## src/rtl/gpio_bank_pkg.sv

```systemverilog
package gpio_bank_pkg;
  localparam int NATTR   = 7;
  localparam int A_OWN   = 0;
  localparam int A_OE    = 1;
  localparam int A_DAT   = 2;
  localparam int A_PU    = 3;
  localparam int A_FLT   = 4;
  localparam int A_OD    = 5;
  localparam int A_SEL   = 6;
  localparam int LVL_IDX = 7;
  localparam logic [1:0] SUB_SET  = 2'd0;
  localparam logic [1:0] SUB_CLR  = 2'd1;
  localparam logic [1:0] SUB_STAT = 2'd2;

  // attributes that come out of reset all ones
  function automatic bit attr_rst_ones(int k);
    return (k == A_OWN) || (k == A_PU);
  endfunction

  // per-pin driver choice; returns {level, enable}
  function automatic logic [1:0] pin_drive(logic own, logic selb, logic od,
                                           logic dat, logic oe,
                                           logic ao, logic ae,
                                           logic bo, logic be);
    logic v, e;
    if (own)       begin v = dat; e = oe; end
    else if (selb) begin v = bo;  e = be; end
    else           begin v = ao;  e = ae; end
    if (od) return {1'b0, e & ~v};
    return {v, e};
  endfunction
endpackage

```

## src/rtl/gpio_attr_reg.sv

```systemverilog
module gpio_attr_reg #(
  parameter int W = 32,
  parameter logic [W-1:0] RST_VAL = '0
) (
  input  logic         clk,
  input  logic         rst_n,
  input  logic         set_stb,
  input  logic         clr_stb,
  input  logic [W-1:0] mask,
  output logic [W-1:0] q
);
  always_ff @(posedge clk or negedge rst_n) begin
    if (!rst_n)       q <= RST_VAL;
    else if (set_stb) q <= q | mask;
    else if (clr_stb) q <= q & ~mask;
  end

  assert_set_bits_R3: assert property (@(posedge clk) disable iff (!rst_n)
    set_stb |=> ((q & $past(mask)) == $past(mask)));
  assert_clr_bits_R3: assert property (@(posedge clk) disable iff (!rst_n)
    clr_stb |=> ((q & $past(mask)) == '0));
  assert_others_kept_R3: assert property (@(posedge clk) disable iff (!rst_n)
    (set_stb || clr_stb) |=> ((q & ~$past(mask)) == ($past(q) & ~$past(mask))));
  assert_idle_hold_R11: assert property (@(posedge clk) disable iff (!rst_n)
    !(set_stb || clr_stb) |=> $stable(q));
endmodule

```

## src/rtl/gpio_in_filter.sv

```systemverilog
module gpio_in_filter #(
  parameter int W = 32
) (
  input  logic         clk,
  input  logic         rst_n,
  input  logic [W-1:0] pad_in,
  input  logic [W-1:0] flt_en,
  output logic [W-1:0] lvl
);
  logic [W-1:0] s1, s2, s3;
  logic [W-1:0] hold_mask;   // pins whose filter rejects this sample
  logic [W-1:0] lvl_nxt;

  assign hold_mask = flt_en & (s2 ^ s3);
  assign lvl_nxt   = (lvl & hold_mask) | (s2 & ~hold_mask);

  always_ff @(posedge clk or negedge rst_n) begin
    if (!rst_n) begin
      s1 <= '0; s2 <= '0; s3 <= '0; lvl <= '0;
    end else begin
      s1  <= pad_in;
      s2  <= s1;
      s3  <= s2;
      lvl <= lvl_nxt;
    end
  end

  assert_lvl_from_sample_R9: assert property (@(posedge clk) disable iff (!rst_n)
    1'b1 |=> (((lvl ^ $past(lvl)) & (lvl ^ $past(s2))) == '0));
  assert_filter_hold_R10: assert property (@(posedge clk) disable iff (!rst_n)
    (hold_mask != '0) |=> ((lvl & $past(hold_mask)) == ($past(lvl) & $past(hold_mask))));
endmodule

```

## src/rtl/gpio_pad_mux.sv

```systemverilog
module gpio_pad_mux #(
  parameter int W = 32
) (
  input  logic [W-1:0] own,
  input  logic [W-1:0] selb,
  input  logic [W-1:0] od,
  input  logic [W-1:0] dat,
  input  logic [W-1:0] oe,
  input  logic [W-1:0] a_out,
  input  logic [W-1:0] a_oe,
  input  logic [W-1:0] b_out,
  input  logic [W-1:0] b_oe,
  output logic [W-1:0] pad_out,
  output logic [W-1:0] pad_oe
);
  for (genvar i = 0; i < W; i++) begin : g_pin
    logic [1:0] drv;
    assign drv = gpio_bank_pkg::pin_drive(own[i], selb[i], od[i], dat[i], oe[i],
                                          a_out[i], a_oe[i], b_out[i], b_oe[i]);
    assign pad_out[i] = drv[1];
    assign pad_oe[i]  = drv[0];
  end
endmodule

```

## src/rtl/gpio_mux_bank.sv

```systemverilog
module gpio_mux_bank #(
  parameter int NPIN   = 32,
  parameter int ADDR_W = 9
) (
  input  logic              clk,
  input  logic              rst_n,
  input  logic              bus_we,
  input  logic [ADDR_W-1:0] bus_addr,
  input  logic [NPIN-1:0]   bus_wdata,
  output logic [NPIN-1:0]   bus_rdata,
  input  logic [NPIN-1:0]   pad_in,
  input  logic [NPIN-1:0]   per_a_out,
  input  logic [NPIN-1:0]   per_a_oe,
  input  logic [NPIN-1:0]   per_b_out,
  input  logic [NPIN-1:0]   per_b_oe,
  output logic [NPIN-1:0]   pad_out,
  output logic [NPIN-1:0]   pad_oe,
  output logic [NPIN-1:0]   pad_pull_up
);
  import gpio_bank_pkg::*;

  localparam int IDX_W = ADDR_W - 4;

  logic             word_ok;
  logic [IDX_W-1:0] idx;
  logic [1:0]       sub;
  logic [NATTR-1:0] set_stb, clr_stb;
  logic [NATTR-1:0][NPIN-1:0] attr_q;
  logic [NPIN-1:0]  lvl;
  logic             attr_write;   // a write that targets a set/clear register

  assign word_ok    = (bus_addr[1:0] == 2'b00);
  assign idx        = bus_addr[ADDR_W-1:4];
  assign sub        = bus_addr[3:2];
  assign attr_write = |set_stb || |clr_stb;

  for (genvar k = 0; k < NATTR; k++) begin : g_attr
    assign set_stb[k] = bus_we && word_ok && (idx == IDX_W'(k)) && (sub == SUB_SET);
    assign clr_stb[k] = bus_we && word_ok && (idx == IDX_W'(k)) && (sub == SUB_CLR);
    gpio_attr_reg #(
      .W       (NPIN),
      .RST_VAL (attr_rst_ones(k) ? {NPIN{1'b1}} : {NPIN{1'b0}})
    ) u_reg (
      .clk     (clk),
      .rst_n   (rst_n),
      .set_stb (set_stb[k]),
      .clr_stb (clr_stb[k]),
      .mask    (bus_wdata),
      .q       (attr_q[k])
    );
  end

  gpio_in_filter #(.W(NPIN)) u_filter (
    .clk    (clk),
    .rst_n  (rst_n),
    .pad_in (pad_in),
    .flt_en (attr_q[A_FLT]),
    .lvl    (lvl)
  );

  gpio_pad_mux #(.W(NPIN)) u_mux (
    .own     (attr_q[A_OWN]),
    .selb    (attr_q[A_SEL]),
    .od      (attr_q[A_OD]),
    .dat     (attr_q[A_DAT]),
    .oe      (attr_q[A_OE]),
    .a_out   (per_a_out),
    .a_oe    (per_a_oe),
    .b_out   (per_b_out),
    .b_oe    (per_b_oe),
    .pad_out (pad_out),
    .pad_oe  (pad_oe)
  );

  assign pad_pull_up = attr_q[A_PU];

  always_comb begin
    bus_rdata = '0;
    if (word_ok && sub == SUB_STAT) begin
      if (idx < IDX_W'(NATTR))         bus_rdata = attr_q[idx[2:0]];
      else if (idx == IDX_W'(LVL_IDX)) bus_rdata = lvl;
    end
  end

  assert_status_write_ignored_R11: assert property (@(posedge clk) disable iff (!rst_n)
    (bus_we && !attr_write) |=> $stable(attr_q));
  assert_od_never_drives_high_R7: assert property (@(posedge clk) disable iff (!rst_n)
    ((pad_out & attr_q[A_OD]) == '0));
  assert_single_target_R3: assert property (@(posedge clk) disable iff (!rst_n)
    $onehot0({set_stb, clr_stb}));
endmodule

```

## config.mk

```make
export PLATFORM = sky130hd
export DESIGN_NAME = gpio_mux_bank
export DESIGN_NICKNAME = d
export VERILOG_FILES = /design/src/rtl/gpio_bank_pkg.sv /design/src/rtl/gpio_attr_reg.sv /design/src/rtl/gpio_in_filter.sv /design/src/rtl/gpio_pad_mux.sv /design/src/rtl/gpio_mux_bank.sv
export SDC_FILE = /design/constraint.sdc
export NUM_CORES = 1
export LEC_CHECK = 0
export ABC_AREA = 1
export BUFFER_PORTS_ARGS = -buffer_cell sky130_fd_sc_hd__buf_2
export CAP_MARGIN = 20
export CORE_MARGIN = 4
export CORE_UTILIZATION = 50
export CTS_CLUSTER_DIAMETER = 60
export DETAILED_ROUTE_END_ITERATION = 8
export GPL_ROUTABILITY_DRIVEN = 1
export PLACE_DENSITY = 0.72
export SYNTH_ARGS = -nofsm -noshare
export SYNTH_HDL_FRONTEND = slang
export SYNTH_SLANG_ARGS = --single-unit
```

## constraint.sdc

```tcl
create_clock -name clk -period 1.3 [get_ports clk]
set_input_delay 0.195 -clock clk [delete_from_list [all_inputs] [get_ports clk]]
set_output_delay 0.195 -clock clk [all_outputs]
set_load 0.05 [all_outputs]
```

==> flow_summary.yaml <==
clock_network:
  numCtsBuffers: 40
  clk_latency_ps: 530
  ctsRootBufferMaster: "clkbuf_16"
  cts_tree: "built"
  worst_case_clock_buffer_depth: 3
  numClockSinks: 352
  clk_transition_reported_paths_ps: 60
  cts_htree_levels: 2
synthesis:
  yosys_warnings: 0
  mappedNetlistArea_sq_mm: 0.01716
  synth_fp_nets: 2414
  synth.ff_latch_count: 352
  synth_cell_types: 26
  yosysSeqAreaShare_pct: 51.79
  synth_cells: 2210
  syn_area_per_cell_sq_um: 7.766
placed_design:
  place.gp.congestion: 0.9167
  port_bufs: 331
  placed_area_sq_mm: 0.02151
  dp.final_hpwl_microns: 43800
routing:
  count_of_unresolved_drc_violations_after_routing: 0
  drt.antenna.violating_nets: 0
  viasPerCell: 5.834
  detailroute.via_count: 19070
  routed_wire_length_per_instance_microns: 21.93
  drt-pass1-iter-count: 6
  drt-total-wl_microns: 71680
  drt_iter0_markers: 1871
cells_and_area:
  filler_cell_count: 2036
  syn_to_final_growth_pct: 54.90
  commonest_cells_after_routing_fill_and_taps_aside: "nand2_1, o21ai_0, dfrtp_1, buf_2, buf_4"
  layout_commonest_cell: "nand2_1"
  stdcell_area_sq_mm: 0.02659
  post_route_cells_drive_above_1_share_pct: 41.27
  design.final.nets: 2994
die:
  num_io_pins: 332
  starting_density_of_the_core_pct: 50.93
  core_region_area_sq_mm: 0.03370
  rows: 67
  die-area_sq_mm: 0.03735
  die_width_microns: 193.3
  die_h_microns: 193.3
sta:
  period_utilisation_layout_pct: 154.3
  setup_ws_ps: -706.2
  grt_setup_unrepaired: "yes"
  setup_viol: 128
  finalHoldViolCount: 0
  min_period_ps: 2006
  worst_pin_slew_ps: 407.3
  skew_ps: 11.55
  fin_worst_hold_slack_ps: 132.6
  max_slew_margin_pct: 72.85
  slew_violations: 0
  maxClockFrequency_mhz: 498.5
worst_setup_path:
  cpMaxStageDelayCell: "dfstp_2"
  critical_path.cell_chain: "clkinv_4 -> buf_12 -> nand3_4 -> o21ai_4 -> buf_4 -> nor2_4 -> buf_6"
  cp_startpoint_kind: "register"
  critPathKind: "reg2out"
  crit_fanout: 4
  type_of_destination_of_the_critical_path: "output pin"
  cp.arrival_ps: 1810
  worst_ep_required_time_ps: 1110
  crit_path_max_incr_delay_ps: 560
grt:
  grt_max_degree: 72
  antenna_found_initial: 4
  gr-usage-all-layers_pct: 35.11
  overflow: 0
  number_of_global_route_vias_before_repair: 19140
  wire_length_of_the_first_global_routing_pass_microns: 105400
run:
  cap_violations: 0
run_status:
  outcome: "finished, violations left"
  violations: "negative setup slack"
power:
  power_per_cell_area_mw_per_mm2: 1035
  vdd.ir_drop.worst_mv: 0.8331
  total_leakage_power_uw: 0.01272
min_path:
  kind_of_path_behind_the_tightest_hold_check: "in2async"
-- cell usage after synthesis --
cell      count  area share [%]
nand3_2       2            0.12
nor3_2        3            0.17
nor2_8        1            0.12
a31oi_1      32             1.2
inv_2         4           0.087
nand4_1      13            0.47
nor2_4        3            0.20
o211ai_1     46             2.0
inv_1       244             5.3
nand2_1     662              14
clkbuf_1     50             1.1
buf_4        44             1.9
buf_6         5            0.33
o21ai_0     459              13
nor2_2        7            0.26
nor2_1      175             3.8
buf_2         6            0.17
o21ai_1      17            0.50
dfstp_2      64             9.8
a21oi_1       1           0.029
clkbuf_2      4            0.12
or2_2        12            0.44
dfrtp_1     288              42
nand3_1      64             1.9
nand2_2       2           0.073
buf_1         2           0.044
-- metal layers --
| metal | wire length [microns] | vias up | share of wire (%) | track usage, % |
|---|---|---|---|---|
| li1 | - | 8288 | - | - |
| met4 | 4492 | 2 | 6.3 | 16.63 |
| met3 | 8020 | 349 | 11 | 7.236 |
| met1 | 25560 | 9018 | 36 | 45.01 |
| met5 | 13 | - | 0.018 | 0 |
| met2 | 33590 | 1414 | 47 | 57.48 |
-- layout make-up --
class	instances	area, sq um	area share (%)
Sequential cell	352	8894	33.45
Multi-Input combinational cell	1499	8594	32.33
Timing Repair Buffer	649	6220	23.40
Clock buffer	60	1217	4.579
Inverter	248	1008	3.793
Tap cell	448	560.5	2.108
Clock inverter	10	83.83	0.3153
Antenna cell	3	7.507	0.02824
-- metrics by stage --
step           TNS [ps]  utilization [%]  power, uW  setup WS (ps)  cells
2_1_floorplan     -4586                -      13630         -129.8   2210
6_report         -59190            78.89      27520         -706.2   3269
5_1_grt          -65080            78.89      28380         -756.5   3269
3_5_place_dp    -126570            63.83      15250         -710.5   3104
3_3_place_gp    -113460            63.83      15160         -690.9   3104
4_1_cts          -57870            75.54      27060         -684.8   3247
-- final timing paths --
kind / start / endpoint / slack [ps] / depth (start not counted)
worst max-delay path: register / pad_out[7] / -710 / 7
worst min register to register: u_filter.s1[3] / u_filter.s2[3] / 350 / 0
min in group clk: pad_in[26] / u_filter.s1[26] / 310 / 2
worst min-delay path: rst_n / u_filter.s3[9] / 130 / 2
max in group asynchronous: rst_n / asynchronous set/reset pin / 440 / 4
worst max register to register: register / register / 330 / 4
-- power by group --
group | switching (uW) | internal [uW]
combinational | 2780 | 1800
sequential | 309 | 11400
clock | 4570 | 6660
total | 7660 | 19900
-- worst max-delay path, delay by kind of cell, from the launching register on --
family	cells	cell delay [ps]
DFF	1	560
buffers and inverters	4	520
and+or+nand+nor	2	140
AOI/OAI and AO/OA	1	70
-- logic make-up after synthesis --
logic type | share of synthesized area, %
AND/OR/NAND/NOR | 22.02
flip-flops | 51.79
AO/OA/AOI/OAI | 17.09
buffers and inverters | 9.105
-- what timing repair did --
item	4_1_cts	5_1_grt
resized for setup	620	257
hold buffers	65	0
hold endpoints to repair	460	0
pin swaps	169	89
cloned	2	2
buffers inserted	7	30
setup endpoints to repair	151	238
Power figures use the tool's default switching activity.
